## src/rtl/mmio_pkg.sv

```systemverilog
package mmio_pkg;

  typedef enum logic [0:0] {
    ACC_IDLE = 1'b0,
    ACC_WAIT = 1'b1
  } acc_state_e;

endpackage

```

## src/rtl/mm_rst_sync.sv

```systemverilog
module mm_rst_sync #(
  parameter int STAGES = 2
) (
  input  logic clk,
  input  logic rst_n,
  output logic rst_n_sync
);

  logic [STAGES-1:0] chain_q;

  always_ff @(posedge clk or negedge rst_n) begin
    if (!rst_n) begin
      chain_q <= '0;
    end else begin
      chain_q <= {chain_q[STAGES-2:0], 1'b1};
    end
  end

  assign rst_n_sync = chain_q[STAGES-1];

endmodule

```

## src/rtl/mm_access_ctrl.sv

```systemverilog
module mm_access_ctrl
  import mmio_pkg::*;
#(
  parameter int ADDR_W = 16,
  parameter int DATA_W = 32,
  localparam int LANES = DATA_W / 8
) (
  input  logic              clk,
  input  logic              rst_n,
  input  logic              cmd_valid,
  input  logic [ADDR_W-1:0] cmd_addr,
  input  logic              cmd_rnw,
  input  logic [LANES-1:0]  cmd_be,
  input  logic [DATA_W-1:0] cmd_wdata,
  output logic              cmd_ready,
  output logic              busy,
  output logic              done,
  output logic [DATA_W-1:0] rsp_rdata,
  output logic              tgt_req,
  output logic [ADDR_W-1:0] tgt_addr,
  output logic              tgt_rnw,
  output logic [LANES-1:0]  tgt_be,
  output logic [DATA_W-1:0] tgt_wdata,
  input  logic [DATA_W-1:0] tgt_rdata,
  input  logic              tgt_ack
);

  acc_state_e        state_q, state_d;
  logic              load_en;
  logic              finish;
  logic              capture_en;
  logic [ADDR_W-1:0] addr_q;
  logic              rnw_q;
  logic [LANES-1:0]  be_q;
  logic [DATA_W-1:0] wdata_q, wdata_d;
  logic [DATA_W-1:0] rdata_q;
  logic              done_q;

  // next-state logic
  always_comb begin
    state_d    = state_q;
    load_en    = 1'b0;
    finish     = 1'b0;
    unique case (state_q)
      ACC_IDLE: begin
        if (cmd_valid) begin
          load_en = 1'b1;
          state_d = ACC_WAIT;
        end
      end
      ACC_WAIT: begin
        if (tgt_ack) begin
          finish  = 1'b1;
          state_d = ACC_IDLE;
        end
      end
      default: state_d = ACC_IDLE;
    endcase
  end

  assign capture_en = finish && rnw_q;
  assign wdata_d    = cmd_rnw ? '0 : cmd_wdata;

  // state and done registers
  always_ff @(posedge clk or negedge rst_n) begin
    if (!rst_n) begin
      state_q <= ACC_IDLE;
      done_q  <= 1'b0;
    end else begin
      state_q <= state_d;
      done_q  <= finish;
    end
  end

  // command field registers, loaded on acceptance
  always_ff @(posedge clk or negedge rst_n) begin
    if (!rst_n) begin
      addr_q  <= '0;
      rnw_q   <= 1'b0;
      be_q    <= '0;
      wdata_q <= '0;
    end else if (load_en) begin
      addr_q  <= cmd_addr;
      rnw_q   <= cmd_rnw;
      be_q    <= cmd_be;
      wdata_q <= wdata_d;
    end
  end

  // read data capture, loaded on a read acknowledge
  always_ff @(posedge clk or negedge rst_n) begin
    if (!rst_n) begin
      rdata_q <= '0;
    end else if (capture_en) begin
      rdata_q <= tgt_rdata;
    end
  end

  assign tgt_req   = (state_q == ACC_WAIT);
  assign busy      = tgt_req;
  assign cmd_ready = rst_n && (state_q == ACC_IDLE);
  assign done      = done_q;
  assign rsp_rdata = rdata_q;
  assign tgt_addr  = addr_q;
  assign tgt_rnw   = rnw_q;
  assign tgt_be    = be_q;
  assign tgt_wdata = wdata_q;

endmodule

```

## src/rtl/mm_irq_status.sv

```systemverilog
module mm_irq_status (
  input  logic clk,
  input  logic rst_n,
  input  logic set_pulse,
  input  logic clr_pulse,
  input  logic en_wr,
  input  logic en_val,
  output logic status,
  output logic enable,
  output logic irq
);

  logic status_q, status_d;
  logic en_q;

  // set has priority over clear
  always_comb begin
    status_d = status_q;
    if (set_pulse) begin
      status_d = 1'b1;
    end else if (clr_pulse) begin
      status_d = 1'b0;
    end
  end

  always_ff @(posedge clk or negedge rst_n) begin
    if (!rst_n) begin
      status_q <= 1'b0;
    end else begin
      status_q <= status_d;
    end
  end

  always_ff @(posedge clk or negedge rst_n) begin
    if (!rst_n) begin
      en_q <= 1'b0;
    end else if (en_wr) begin
      en_q <= en_val;
    end
  end

  assign status = status_q;
  assign enable = en_q;
  assign irq    = status_q & en_q;

endmodule

```

## src/rtl/mmio_req_master.sv

```systemverilog
module mmio_req_master #(
  parameter int ADDR_W = 16,
  parameter int DATA_W = 32,
  localparam int LANES = DATA_W / 8
) (
  input  logic              clk,
  input  logic              rst_n,
  input  logic              cmd_valid,
  input  logic [ADDR_W-1:0] cmd_addr,
  input  logic              cmd_rnw,
  input  logic [LANES-1:0]  cmd_be,
  input  logic [DATA_W-1:0] cmd_wdata,
  output logic              cmd_ready,
  output logic              busy,
  output logic              done,
  output logic [DATA_W-1:0] rsp_rdata,
  output logic              tgt_req,
  output logic [ADDR_W-1:0] tgt_addr,
  output logic              tgt_rnw,
  output logic [LANES-1:0]  tgt_be,
  output logic [DATA_W-1:0] tgt_wdata,
  input  logic [DATA_W-1:0] tgt_rdata,
  input  logic              tgt_ack,
  input  logic              tgt_int,
  input  logic              irq_clr,
  input  logic              irq_en_wr,
  input  logic              irq_en_val,
  output logic              irq_status,
  output logic              irq_en,
  output logic              irq_out
);

  logic rst_n_int;

  mm_rst_sync #(.STAGES(2)) u_rst (
    .clk        (clk),
    .rst_n      (rst_n),
    .rst_n_sync (rst_n_int)
  );

  mm_access_ctrl #(.ADDR_W(ADDR_W), .DATA_W(DATA_W)) u_acc (
    .clk       (clk),
    .rst_n     (rst_n_int),
    .cmd_valid (cmd_valid),
    .cmd_addr  (cmd_addr),
    .cmd_rnw   (cmd_rnw),
    .cmd_be    (cmd_be),
    .cmd_wdata (cmd_wdata),
    .cmd_ready (cmd_ready),
    .busy      (busy),
    .done      (done),
    .rsp_rdata (rsp_rdata),
    .tgt_req   (tgt_req),
    .tgt_addr  (tgt_addr),
    .tgt_rnw   (tgt_rnw),
    .tgt_be    (tgt_be),
    .tgt_wdata (tgt_wdata),
    .tgt_rdata (tgt_rdata),
    .tgt_ack   (tgt_ack)
  );

  mm_irq_status u_irq (
    .clk       (clk),
    .rst_n     (rst_n_int),
    .set_pulse (tgt_int),
    .clr_pulse (irq_clr),
    .en_wr     (irq_en_wr),
    .en_val    (irq_en_val),
    .status    (irq_status),
    .enable    (irq_en),
    .irq       (irq_out)
  );

endmodule

```

## config.mk

```make
export PLATFORM = sky130hd
export DESIGN_NAME = mmio_req_master
export DESIGN_NICKNAME = d
export VERILOG_FILES = /design/src/rtl/mmio_pkg.sv /design/src/rtl/mm_rst_sync.sv /design/src/rtl/mm_access_ctrl.sv /design/src/rtl/mm_irq_status.sv /design/src/rtl/mmio_req_master.sv
export SDC_FILE = /design/constraint.sdc
export NUM_CORES = 1
export LEC_CHECK = 0
export ABC_AREA = 1
export BUFFER_PORTS_ARGS = -buffer_cell sky130_fd_sc_hd__buf_2
export CORE_UTILIZATION = 52
export CTS_BUF_LIST = sky130_fd_sc_hd__clkbuf_8
export DETAILED_ROUTE_END_ITERATION = 12
export GPL_TIMING_DRIVEN = 0
export PLACE_DENSITY = 0.95
export SYNTH_ARGS = -nofsm -noshare
export SYNTH_HDL_FRONTEND = slang
export SYNTH_HIERARCHICAL = 1
export SYNTH_SLANG_ARGS = --single-unit
```

## constraint.sdc

```tcl
create_clock -name clk -period 4.6 [get_ports clk]
set_clock_uncertainty 0.1 [all_clocks]
set_input_delay 0 -clock clk [delete_from_list [all_inputs] [get_ports clk]]
set_output_delay 0 -clock clk [all_outputs]
set_load 0.03 [all_outputs]
```

Yosys cells after proc, flatten, opt, wreduce, memory -nomap -nowiden --
Cells that the tools add are included.
Storage, ports and cells: flip-flop bits (word level) 91, input bits 93, output and inout port bits 92, logic and storage cells 24
Operators by class: muxes and demuxes 9, bitwise gates (word level) 2, reductions and logical operators 3
Operator list (count):
- $mux W32 | 1
- $mux W1 | 7
- $logic_and A1 B1 Y1 | 2
- $pmux W1 S2 | 1
- $reduce_bool A2 Y1 | 1
- $and A1 B1 Y1 | 1
- $not A1 Y1 | 1

Logic depth before layout (Yosys ltp) --
Gate-level depths: netlist (run 1).
depth after elaboration 3, gate-level depth with buffers 6, depth with buffers taken out 4

By module --
Netlist (run 1), hierarchy kept.
Modules (own cells, without submodules):
- mm_access_ctrl | times used 1, cells an instance 446, area each 3722.3 µm², sequential area each 2177.1 µm²
- mm_irq_status | times used 1, cells an instance 12, area each 87.6 µm², sequential area each 50.0 µm²
- mm_rst_sync | times used 1, cells an instance 3, area each 53.8 µm², sequential area each 50.0 µm²

Worst setup path before layout (run 1) --
Ideal clock, no wire load.
kind register to output, start register u_rst.chain_q[1], end output port cmd_ready, arrival time 2.818 ns, path slack 1.682 ns, cell stages (with the launch flop) 3, path buffers 0, cell sequence dfrtp_1 -> inv_1 -> nor2_1
On the way: cells in the longest elaborated chain, start to end 1
RTL lines:
- from (decl) | line mm_rst_sync.sv:9 | logic [STAGES-1:0] chain_q;
- from (signal assigned) | line mm_rst_sync.sv:15 | chain_q <= {chain_q[STAGES-2:0], 1'b1};
- $logic_and A1 B1 Y1 | line mm_access_ctrl.sv:101 | assign cmd_ready = rst_n && (state_q == ACC_IDLE);
- to (decl) | line mmio_req_master.sv:13 | output logic cmd_ready,
No other way between the ends.

Final worst setup path (run 1) --
start register u_acc.state_q, in the netlist u_acc/busy, end register u_acc.addr_q[8], in the netlist u_acc/tgt_addr[8]
On the way: cells in the longest elaborated chain, start to end 1
RTL lines:
- from (decl) | line mm_access_ctrl.sv:28 | acc_state_e state_q, state_d;
- from (signal assigned) | line mm_access_ctrl.sv:70 | state_q <= state_d;
- $mux W1 | line mm_access_ctrl.sv:44 | unique case (state_q)
- to (signal assigned) | line mm_access_ctrl.sv:83 | addr_q <= cmd_addr;
- to (decl) | line mm_access_ctrl.sv:32 | logic [ADDR_W-1:0] addr_q;
No other way between the ends. A chain may end at the register's enable or synchronous reset.

==> run summary, run 1 <==
Leakage -> 0.00365 µW
WS Path Type -> register to register
Placed cells -> 743
Netlist cell types -> 15
Crit path time final -> 2.24 ns
DR iter-0 viols -> 423
Crit path launch -> u_acc/busy
CTS Hold Bufs -> 107
Drt pass-1 iters -> 5
HP Class -> primary input to register
Clock tree from TritonCTS -> yes
Reg2Reg Depth -> 6
H-Tree Depth -> 3
Ys Warns -> 6
Postcts setup bufs -> 0
Max-slew violation count -> 0
Starting Density -> 0.536
Antenna cells -> 0
Die height -> 88.2 µm
M1 WL -> 5.12 mm
Max-Cap Viols -> 0
Routed Antenna Nets -> 0
Fraction of layout cells with a size suffix above 1 -> 0.306
Startpoint types -> register
Core area -> 0.00721 mm²
Antenna violations before repair -> 1
Wirelength, routed -> 14.5 mm
Total global routing overflow -> 0
Crit-path max FO -> 10
Routability cong. -> 0.766
Synth Instances -> 461
CTS clk-pin slew, worst paths -> 0.09 ns
P&R area growth vs syn -> 60.8%
Worst R2R Setup Slack -> 2.36 ns
Outcome -> completed
First-pass GRT wire length -> 23.1 mm
Critical Path RT -> 4.77 ns
Routed len/inst -> 16.7 µm
Synthesized flop and latch total -> 91
Die width -> 88.2 µm
Setup violators final -> 0
Worst VDD drop -> 0.202 mV
Row count -> 31
Clk buf depth -> 2
Total CTS buffers -> 9
Die ar. -> 0.00778 mm²
Final layout net count -> 855
Via count -> 4550
RSZ-0062 raised after global routing -> false
Number of global-route vias before repair -> 4655
Pre-CTS WS -> 3.29 ns
Seq/Total Area, Yosys -> 0.589
Mapped cell area -> 0.00386 mm²
Largest net degree at the start of global routing -> 76
Final cell count without fillers -> 866
Fill cells -> 369
Top Layer Used -> met5
Worst r2r src -> u_acc/busy
# DRC -> 0
Clk_lat worst skew -> 0.34 ns
Fin Setup TNS -> 0 ns
Dpl hpwl -> 7.22 mm
Pwr/cell area -> 473 mW/mm²
Met3 Wirelength -> 1.29 mm
PnR Total Power -> 2940 µW
FF-to-FF End -> u_acc/tgt_addr[8]
Ports -> 185
Achievable clock frequency -> 447 MHz
CP arrival -> 2.41 ns
CP endpoint kind -> register
Period utilization -> 0.487
Met2 WL -> 7.31 mm
Critical path endpoint -> u_acc/tgt_addr[8]
Post-DR vias/cell -> 5.25
Final Hold Viols -> 0
Total track usage -> 0.401
Clock Sink Count -> 91
Clk root buf -> clkbuf_8
Syn_nets -> 554
# resized after CTS -> 0
Mean post-synth cell area -> 8.38 µm²
Final WS setup -> 2.36 ns
Quantity of I/O buffers inserted on ports -> 182
==> metrics by stage <==
step / cell area (µm²) / hold WS (ns) / util
after floorplan: 3860 / -0.396 / -
after global placement: 4900 / -0.315 / 0.679
after detailed placement: 4930 / -0.313 / 0.683
after CTS: 6210 / 0.0591 / 0.861
after global routing: 6210 / 0.0788 / 0.861
final: 6210 / 0.0799 / 0.861
==> critical path, stage by stage (launching register included) <==
cell and delay [ns]:
dfrtp_1 0.44, buf_4 0.22, nor2_8 0.18, nand2_1 0.06
dlygate4sd3_1 0.56, nand2_1 0.07, dlygate4sd3_1 0.54
==> state kept, by name, indices dropped and copies added, names as in the netlist <==
register	count
u_acc/busy	1
u_acc/tgt_wdata	32
u_rst/chain_q	2
u_acc/done	1
u_acc/tgt_rnw	1
u_acc/tgt_addr	16
u_acc/tgt_be	4
u_acc/rsp_rdata	32
u_irq/status	1
u_irq/enable	1
==> power breakdown <==
part | switching (µW) | internal (µW) | leakage [µW]
logic | 847 | 381 | 0.00240
clock network | 280 | 283 | 0.000106
registers | 140 | 1010 | 0.00115
==> cell families (layout without fill, tap and decap cells) <==
family | after synthesis | in the layout | share of synthesized area
other | 1 | 1 | 0.000971
flip-flops | 91 | 91 | 0.589
AND/OR/NAND/NOR | 298 | 298 | 0.318
AO/OA/AOI/OAI | 1 | 1 | 0.00129
buffers and inverters | 70 | 376 | 0.0904
==> worst min-delay path by stage <==
stage / startpoint / end / slack, ns / depth (start not counted)
4_1_cts: cmd_valid / u_acc/busy / 0.06 / 4
2_1_floorplan: rst_n / u_rst/chain_q[0] / -0.40 / 0
3_3_place_gp: rst_n / u_rst/chain_q[1] / -0.31 / 1
3_5_place_dp: rst_n / u_rst/chain_q[0] / -0.31 / 1
5_1_grt: cmd_valid / u_acc/busy / 0.08 / 4
6_report: cmd_rnw / u_acc/tgt_rnw / 0.08 / 4
==> cell type report <==
| class | instances | area, µm² | share of cell area |
|---|---|---|---|
| tap | 99 | 124 | 0.0199 |
| multi-input combinational | 300 | 1240 | 0.199 |
| sequential | 91 | 2280 | 0.367 |
| clock buffer | 11 | 151 | 0.0244 |
| inverter | 40 | 150 | 0.0242 |
| buffer | 30 | 199 | 0.0320 |
| timing repair buffer | 290 | 2010 | 0.323 |
| clock inverter | 5 | 60.1 | 0.00967 |
==> cell usage in the layout (no fill, tap or decap), drive strengths merged, types with 2 or more instances in the layout <==
master | netlist | routed
clkbuf | 1 | 12
inv | 40 | 41
buf | 29 | 212
dlygate4sd3 | 0 | 107
clkinv | 0 | 2
nand2 | 231 | 231
nor2 | 34 | 34
dfrtp | 91 | 91
nand4 | 32 | 32
==> synth_stat cells (all sizes together) <==
| cell | n | area (µm²) |
|---|---|---|
| nand2 | 231 | 875 |
| dfrtp | 91 | 2280 |
| inv | 40 | 150 |
| nor2 | 34 | 144 |
| nand4 | 32 | 200 |
| buf | 29 | 191 |
| clkbuf | 1 | 7.51 |
| conb | 1 | 3.75 |
| nand3 | 1 | 10.0 |
| o21ai | 1 | 5.00 |
==> layer usage <==
layer  track usage  up-vias
met5             0        -
met3         0.215      104
met1         0.426     2102
met2         0.635      346
met4         0.233        2
li1              -     1996
(Power assumes the default switching activity.)
==> run 2: changes to the inputs <==
ABC_AREA = 0   (was 1)
CORE_UTILIZATION = 43   (was 52)
PLACE_DENSITY = 0.85   (was 0.95)
clock period = 1.9 ns   (was 4.6 ns; I/O delays follow)
==> run 2 against run 1 <==
Against the previous run: worst hold slack worse by 0.019 ns; sequential share of layout area up 0.97 points; synthesized cell count down 50%; highest routed layer is now met4; setup slack worse by 2.2 ns; utilization down 16 points; routed wire length down 29%; largest power group unchanged; critical endpoint is now u_acc/rsp_rdata[0].
==> run summary, run 2 <==
Outcome -> completed
Post-synth ARST share -> 1.00 (unchanged)
Fin Setup TNS -> 0 ns (unchanged)
Total CTS buffers -> 9 (unchanged)
Via count -> 2955 (-35%)
Crit-path cells -> nand3_2 > mux2_2 > dlygate4sd3_1
Achievable clock frequency -> 568 MHz (+27%)
Dpl hpwl -> 5.75 mm (-20%)
Largest net degree at the start of global routing -> 47 (-38%)
Final layout net count -> 615 (-28%)
Commonest register cell after synthesis -> dfrtp_1
DR iter-0 viols -> 51 (-88%)
CP arrival -> 1.90 ns (-0.51 ns)
Final Hold Viols -> 0 (unchanged)
Routability cong. -> 0.742 (-3.1%)
WS Path Type -> register to register
Crit-path max FO -> 7 (-3)
Finished layout cell area -> 0.00605 mm² (-2.6%)
Ys Warns -> 6 (unchanged)
CP endpoint kind -> register
HP Class -> primary input to register
Hold path start -> cmd_rnw
P&R area growth vs syn -> 57.7%
First-pass GRT wire length -> 15.3 mm (-33%)
Synth top cells by count -> 91 x dfrtp_1, 50 x mux2_4, 34 x mux2_2
Drt pass-1 iters -> 4 (-1)
Worst Tran Pin Value -> 0.622 ns
Routed Antenna Nets -> 0 (unchanged)
CTS clk-pin slew, worst paths -> 0.10 ns (about the same)
Synth Instances -> 232 (-50%)
Antenna violations before repair -> 0 (-1)
# resized after CTS -> 0 (unchanged)
Syn_nets -> 325 (-41%)
Max-slew violation count -> 0 (unchanged)
Clock tree from TritonCTS -> yes
Die height -> 96.5 µm (+9.4%)
Clk buf depth -> 2 (unchanged)
Leakage -> 0.00313 µW (-14%)
Mean post-synth cell area -> 16.5 µm² (+97%)
Critical Path RT -> 2.04 ns (-2.73 ns)
Die ar. -> 0.00931 mm² (+20%)
DP Area -> 0.00490 mm² (-0.63%)
Worst R2R Setup Slack -> 0.14 ns (-2.22 ns)
Startpoint types -> register
Most common cell in the netlist -> dfrtp_1
Starting Density -> 0.442 (-0.0932)
Slowest-stage cell, CP -> dlygate4sd3_1
Commonest non-fill, non-tap cell in the layout -> buf_2
Worst VDD drop -> 0.517 mV (+160%)
Wirelength, routed -> 10.3 mm (-29%)
Biggest area consumer among synthesized cells -> dfrtp_1
Yosys top cell area share -> 0.593 (+0.00384)
Core area -> 0.00868 mm² (+20%)
Reg2Reg Depth -> 3 (-3)
Synthesized flop and latch total -> 91 (unchanged)
H-Tree Depth -> 3 (unchanged)
Setup violators final -> 0 (unchanged)
Mapped cell area -> 0.00384 mm² (-0.65%)
# DRC -> 0 (unchanged)
Number of synthesized flops with an enable pin -> 0 (unchanged)
CP max stage delay -> 0.56 ns (about the same)
RSZ-0062 raised after global routing -> false
Pwr/cell area -> 1150 mW/mm² (+140%)
Post-DR vias/cell -> 4.65 (-11%)
Routed len/inst -> 16.2 µm (-3.5%)
Number of global-route vias before repair -> 3229 (-31%)
Total track usage -> 0.222 (-0.180)
Clk_lat worst skew -> 0.34 ns (about the same)
Clock Sink Count -> 91 (unchanged)
Worst r2r src -> u_acc/busy
Total global routing overflow -> 0 (unchanged)
Headroom to the max-slew limit -> 0.585
Period utilization -> 0.927 (+0.440)
Post-layout util -> 0.697 (-0.164)
Antenna cells -> 0 (unchanged)
Hold EP -> u_acc/tgt_wdata[31]
Seq/Total Area, Yosys -> 0.593 (+0.00384)
Commonest non-fill, non-tap cells in the layout -> 184 x buf_2, 94 x dlygate4sd3_1, 90 x dfrtp_1
Ports -> 185 (unchanged)
Die width -> 96.5 µm (+9.4%)
FF-to-FF End -> u_acc/rsp_rdata[0]
Fraction of layout cells with a size suffix above 1 -> 0.564 (+0.257)
Quantity of I/O buffers inserted on ports -> 184 (+1.1%)
Crit path time final -> 1.76 ns (-0.478 ns)
Clk root buf -> clkbuf_8
Synth top area cells -> dfrtp_1 59%, mux2_4 20%, mux2_2 10%, and2b_1 4.3%, buf_6 2.3%
Max-Cap Viols -> 0 (unchanged)
Hold Path Depth -> 3 (-1)
Netlist cell types -> 14 (-1)
Row count -> 34 (+9.7%)
-- run 2: cell count changes in the layout (fill, tap and decap cells not counted), sizes merged, moves of 12 or more --
cell,delta
buf,-17
and2b,+22
nor2,-34
dlygate4sd3,-13
nor2b,+12
nand2,-231
mux2,+86
inv,-37
nand4,-32
-- run 2: worst max-delay path by stage --
stage | cells after the start | slack (ns) | startpoint | end
after global routing | 2 | 0.05 | u_rst/chain_q[1] | cmd_ready
after CTS | 3 | 0.14 | u_acc/busy | u_acc/rsp_rdata[0]
after global placement | 2 | 0.19 | u_rst/chain_q[1] | cmd_ready
final | 3 | 0.14 | u_acc/busy | u_acc/rsp_rdata[0]
after detailed placement | 2 | 0.15 | u_rst/chain_q[1] | cmd_ready
after floorplan | 1 | 0.23 | u_rst/chain_q[1] | cmd_ready
-- run 2: layout make-up --
cell class / instances / area [µm²]
fill: 583 / 2630
sequential: 91 / 2280
timing repair buffer: 279 / 1890
multi-input combinational: 126 / 1440
clock buffer: 10 / 138
tap: 108 / 135
buffer: 13 / 116
clock inverter: 6 / 47.5
inverter: 2 / 7.51
-- run 2: what timing repair did --
action / 4_1_cts / 5_1_grt
buffers inserted: 1 / 0
hold buffers: 94 / 0
endpoints found under the setup margin: 1 / 0
hold endpoints to repair: 90 / 0
-- run 2: logic make-up (layout without fill, tap and decap cells) --
family / count (synthesis) / after routing / synth area share
AOI/OAI and AO/OA: 2 / 2 / 0.00391
buffers and inverters: 15 / 310 / 0.0323
DFF: 91 / 91 / 0.593
muxes: 86 / 86 / 0.301
other: 1 / 1 / 0.000977
and+or+nand+nor: 37 / 37 / 0.0684
-- run 2: worst max-delay path: cells and delay by family, from the launching register on --
| family | cells | cell delay, ns |
|---|---|---|
| buffers and inverters | 1 | 0.56 |
| DFF | 1 | 0.47 |
| muxes | 1 | 0.35 |
| and+or+nand+nor | 1 | 0.19 |
-- run 2: layer usage --
layer,up-vias,wire (µm),track usage
met5,-,0,0
li1,1363,-,-
met4,0,173,0.0797
met2,127,5520,0.428
met1,1448,3900,0.235
met3,17,672,0.0454
-- run 2: power breakdown --
part	internal [µW]	switching, µW	total, µW
clock network	523	687	1210
registers	2480	322	2800
logic	1200	1730	2930
-- run 2: through the flow --
| stage | setup WS (ns) | cells | total power [µW] | hold WS (ns) |
|---|---|---|---|---|
| final | 0.138 | 635 | 6940 | 0.0609 |
| after global routing | 0.0492 | 635 | 7300 | 0.0531 |
| after CTS | 0.138 | 635 | 6940 | 0.0358 |
| after detailed placement | 0.150 | 524 | 5530 | -0.311 |
| after global placement | 0.190 | 524 | 5450 | -0.315 |
| after floorplan | 0.231 | 232 | 4700 | -0.396 |
==> run 3: changes to the inputs <==
RECOVER_POWER = 50   (was default)
==> run 3 against run 2 <==
Against the previous run: die area stayed put; clock power hardly changed; worst hold slack worse by 0.00074 ns; non-clock buffer count stayed put; sequential share of layout area is 0.70 points higher; sequential cell count stayed put; fmax hardly changed; largest cell class unchanged; via count is 0.68% lower; power is 1.9% lower; combinational power is 5% lower; clock-buffer cell count stayed put.
==> run summary, run 3 (same netlist as run 2, synthesis figures left out) <==
Outcome -> completed
Routed Antenna Nets -> 0 (unchanged)
DR iter-0 viols -> 48 (-5.9%)
Core area -> 0.00868 mm² (unchanged)
Clock Sink Count -> 91 (unchanged)
Post-layout util -> 0.685 (-0.0127)
Routed len/inst -> 16.3 µm (+0.74%)
Number of global-route vias before repair -> 3229 (unchanged)
Final cell count without fillers -> 635 (unchanged)
Die ar. -> 0.00931 mm² (unchanged)
Via count -> 2935 (-0.68%)
Startpoint types -> register
Clock tree from TritonCTS -> yes
Clk root buf -> clkbuf_8
RSZ-0062 raised after global routing -> false
Critical Path RT -> 2.04 ns (about the same)
Leakage -> 0.00286 µW (-8.8%)
CP endpoint kind -> register
CTS clk-pin slew, worst paths -> 0.10 ns (about the same)
CP max stage delay -> 0.56 ns (about the same)
Total global routing overflow -> 0 (unchanged)
Dpl hpwl -> 5.75 mm (unchanged)
Crit path launch -> u_acc/busy
Setup violators final -> 0 (unchanged)
Clock power share -> 0.178 (+0.004)
FF-to-FF End -> u_acc/rsp_rdata[0]
Die width -> 96.5 µm (unchanged)
P&R area growth vs syn -> 54.8%
Pwr/cell area -> 1150 mW/mm² (about the same)
Headroom to the max-slew limit -> 0.587 (+0.00207)
Fill cells -> 634 (+8.7%)
Final layout net count -> 615 (unchanged)
Reg2Reg Depth -> 3 (unchanged)
Largest net degree at the start of global routing -> 47 (unchanged)
First-pass GRT wire length -> 15.3 mm (unchanged)
Sw frac -> 0.406 (+0.0113)
Achievable clock frequency -> 568 MHz (about the same)
Max-Cap Viols -> 0 (unchanged)
Quantity of I/O buffers inserted on ports -> 184 (unchanged)
CP arrival -> 1.90 ns (about the same)
Max-slew violation count -> 0 (unchanged)
Total track usage -> 0.222 (unchanged)
Routability cong. -> 0.742 (unchanged)
Combinational power share -> 0.408 (-0.014)
Switching power -> 2770 µW (+0.89%)
# DRC -> 0 (unchanged)
Fraction of layout cells with a size suffix above 1 -> 0.397 (-0.167)
Ports -> 185 (unchanged)
P_int -> 4050 µW (-3.7%)
Final hold slack -> 0.0602 ns (-0.000736 ns)
Starting Density -> 0.442 (unchanged)
Clk buf depth -> 2 (unchanged)
Cell depth of the worst setup path -> 3 (unchanged)
Commonest non-fill, non-tap cell in the layout -> buf_2
Worst R2R Setup Slack -> 0.14 ns (about the same)
HP Class -> primary input to register
Worst Path Buf+Inv -> 1 (unchanged)
Critical path endpoint -> u_acc/rsp_rdata[0]
Antenna cells -> 0 (unchanged)
Worst VDD drop -> 0.512 mV (-0.97%)
DP Area -> 0.00490 mm² (unchanged)
Crit-path cells -> nand3_2 > mux2_2 > dlygate4sd3_1
Finished layout cell area -> 0.00594 mm² (-1.8%)
Drt pass-1 iters -> 4 (unchanged)
Commonest non-fill, non-tap cells in the layout -> 96 x buf_2, 94 x dlygate4sd3_1, 91 x clkbuf_1
Wirelength, routed -> 10.3 mm (+0.74%)
Worst Tran Pin Value -> 0.619 ns (-0.00310 ns)
Die height -> 96.5 µm (unchanged)
# resized after CTS -> 0 (unchanged)
WS Path Type -> register to register
Total CTS buffers -> 9 (unchanged)
Crit path time final -> 1.76 ns (+0.000199 ns)
Row count -> 34 (unchanged)
Placed cells -> 524 (unchanged)
Register share of total power -> 0.414 (+0.011)
Clk_lat worst skew -> 0.34 ns (about the same)
Crit-path max FO -> 7 (unchanged)
Post-DR vias/cell -> 4.62 (-0.68%)
Slowest-stage cell, CP -> dlygate4sd3_1
Family with the most delay on the worst path -> buffers and inverters
Fin Setup TNS -> 0 ns (unchanged)
Period utilization -> 0.927 (about the same)
Final Hold Viols -> 0 (unchanged)
Antenna violations before repair -> 0 (unchanged)
H-Tree Depth -> 3 (unchanged)
Worst r2r src -> u_acc/busy
==> run 3: changes by cell type in the layout (fill, tap and decap cells not counted) <==
| cell | before | now |
|---|---|---|
| buf_2 | 184 | 96 |
| and2_1 | 2 | 1 |
| clkbuf_1 | 3 | 91 |
| and2_0 | 0 | 1 |
==> run 3: worst min-delay path, cell delays in order <==
cell     delay (ns)
buf_2          0.14
and2b_1        0.19
mux2_4         0.13
==> run 3: final cells by class <==
cell class / count / area [µm²] / area share
Clock inverter: 6 / 47.5 / 0.00800
Timing Repair Buffer: 279 / 1780 / 0.299
Tap cell: 108 / 135 / 0.0227
Buffer: 13 / 116 / 0.0196
Sequential cell: 91 / 2280 / 0.384
Clock buffer: 10 / 138 / 0.0232
Inverter: 2 / 7.51 / 0.00126
Multi-Input combinational cell: 126 / 1440 / 0.242
==> run 3: how the worst min path moves through the flow <==
| stage | start | endpoint | depth (start not counted) |
|---|---|---|---|
| detailed placement | rst_n | u_rst/chain_q[0] | 1 |
| floorplan | rst_n | u_rst/chain_q[0] | 0 |
| global route | cmd_rnw | u_acc/tgt_wdata[31] | 3 |
| global placement | rst_n | u_rst/chain_q[0] | 1 |
| CTS | cmd_rnw | u_acc/tgt_wdata[31] | 3 |
| finish | cmd_rnw | u_acc/tgt_wdata[31] | 3 |
==> run 3: layer usage <==
metal / track usage / share of wire / vias up
met3: 0.0454 / 0.065 / 17
met2: 0.428 / 0.54 / 127
li1: - / - / 1362
met1: 0.235 / 0.38 / 1429
met4: 0.0797 / 0.017 / 0
met5: 0 / 0 / -
==> run 3: power by group through the flow <==
stage	Combinational, µW	Sequential (µW)	Clock (µW)
after global routing	2940	2890	1340
after detailed placement	2710	2820	0
after global placement	2660	2790	0
after floorplan	797	3910	0
final	2780	2820	1210
after CTS	2900	2770	1270
==> run 3: repair_timing <==
action                     4_1_cts  5_1_grt
hold buffers                    94        0
setup buffers                    1        0
hold endpoints to repair        90        0
setup endpoints to repair        1        0
==> run 3: metrics by stage <==
| step | total power, µW | setup WS (ns) |
|---|---|---|
| after floorplan | 4700 | 0.231 |
| after global placement | 5450 | 0.190 |
| after detailed placement | 5530 | 0.150 |
| after CTS | 6940 | 0.138 |
| after global routing | 7160 | 0.0492 |
| final | 6810 | 0.138 |
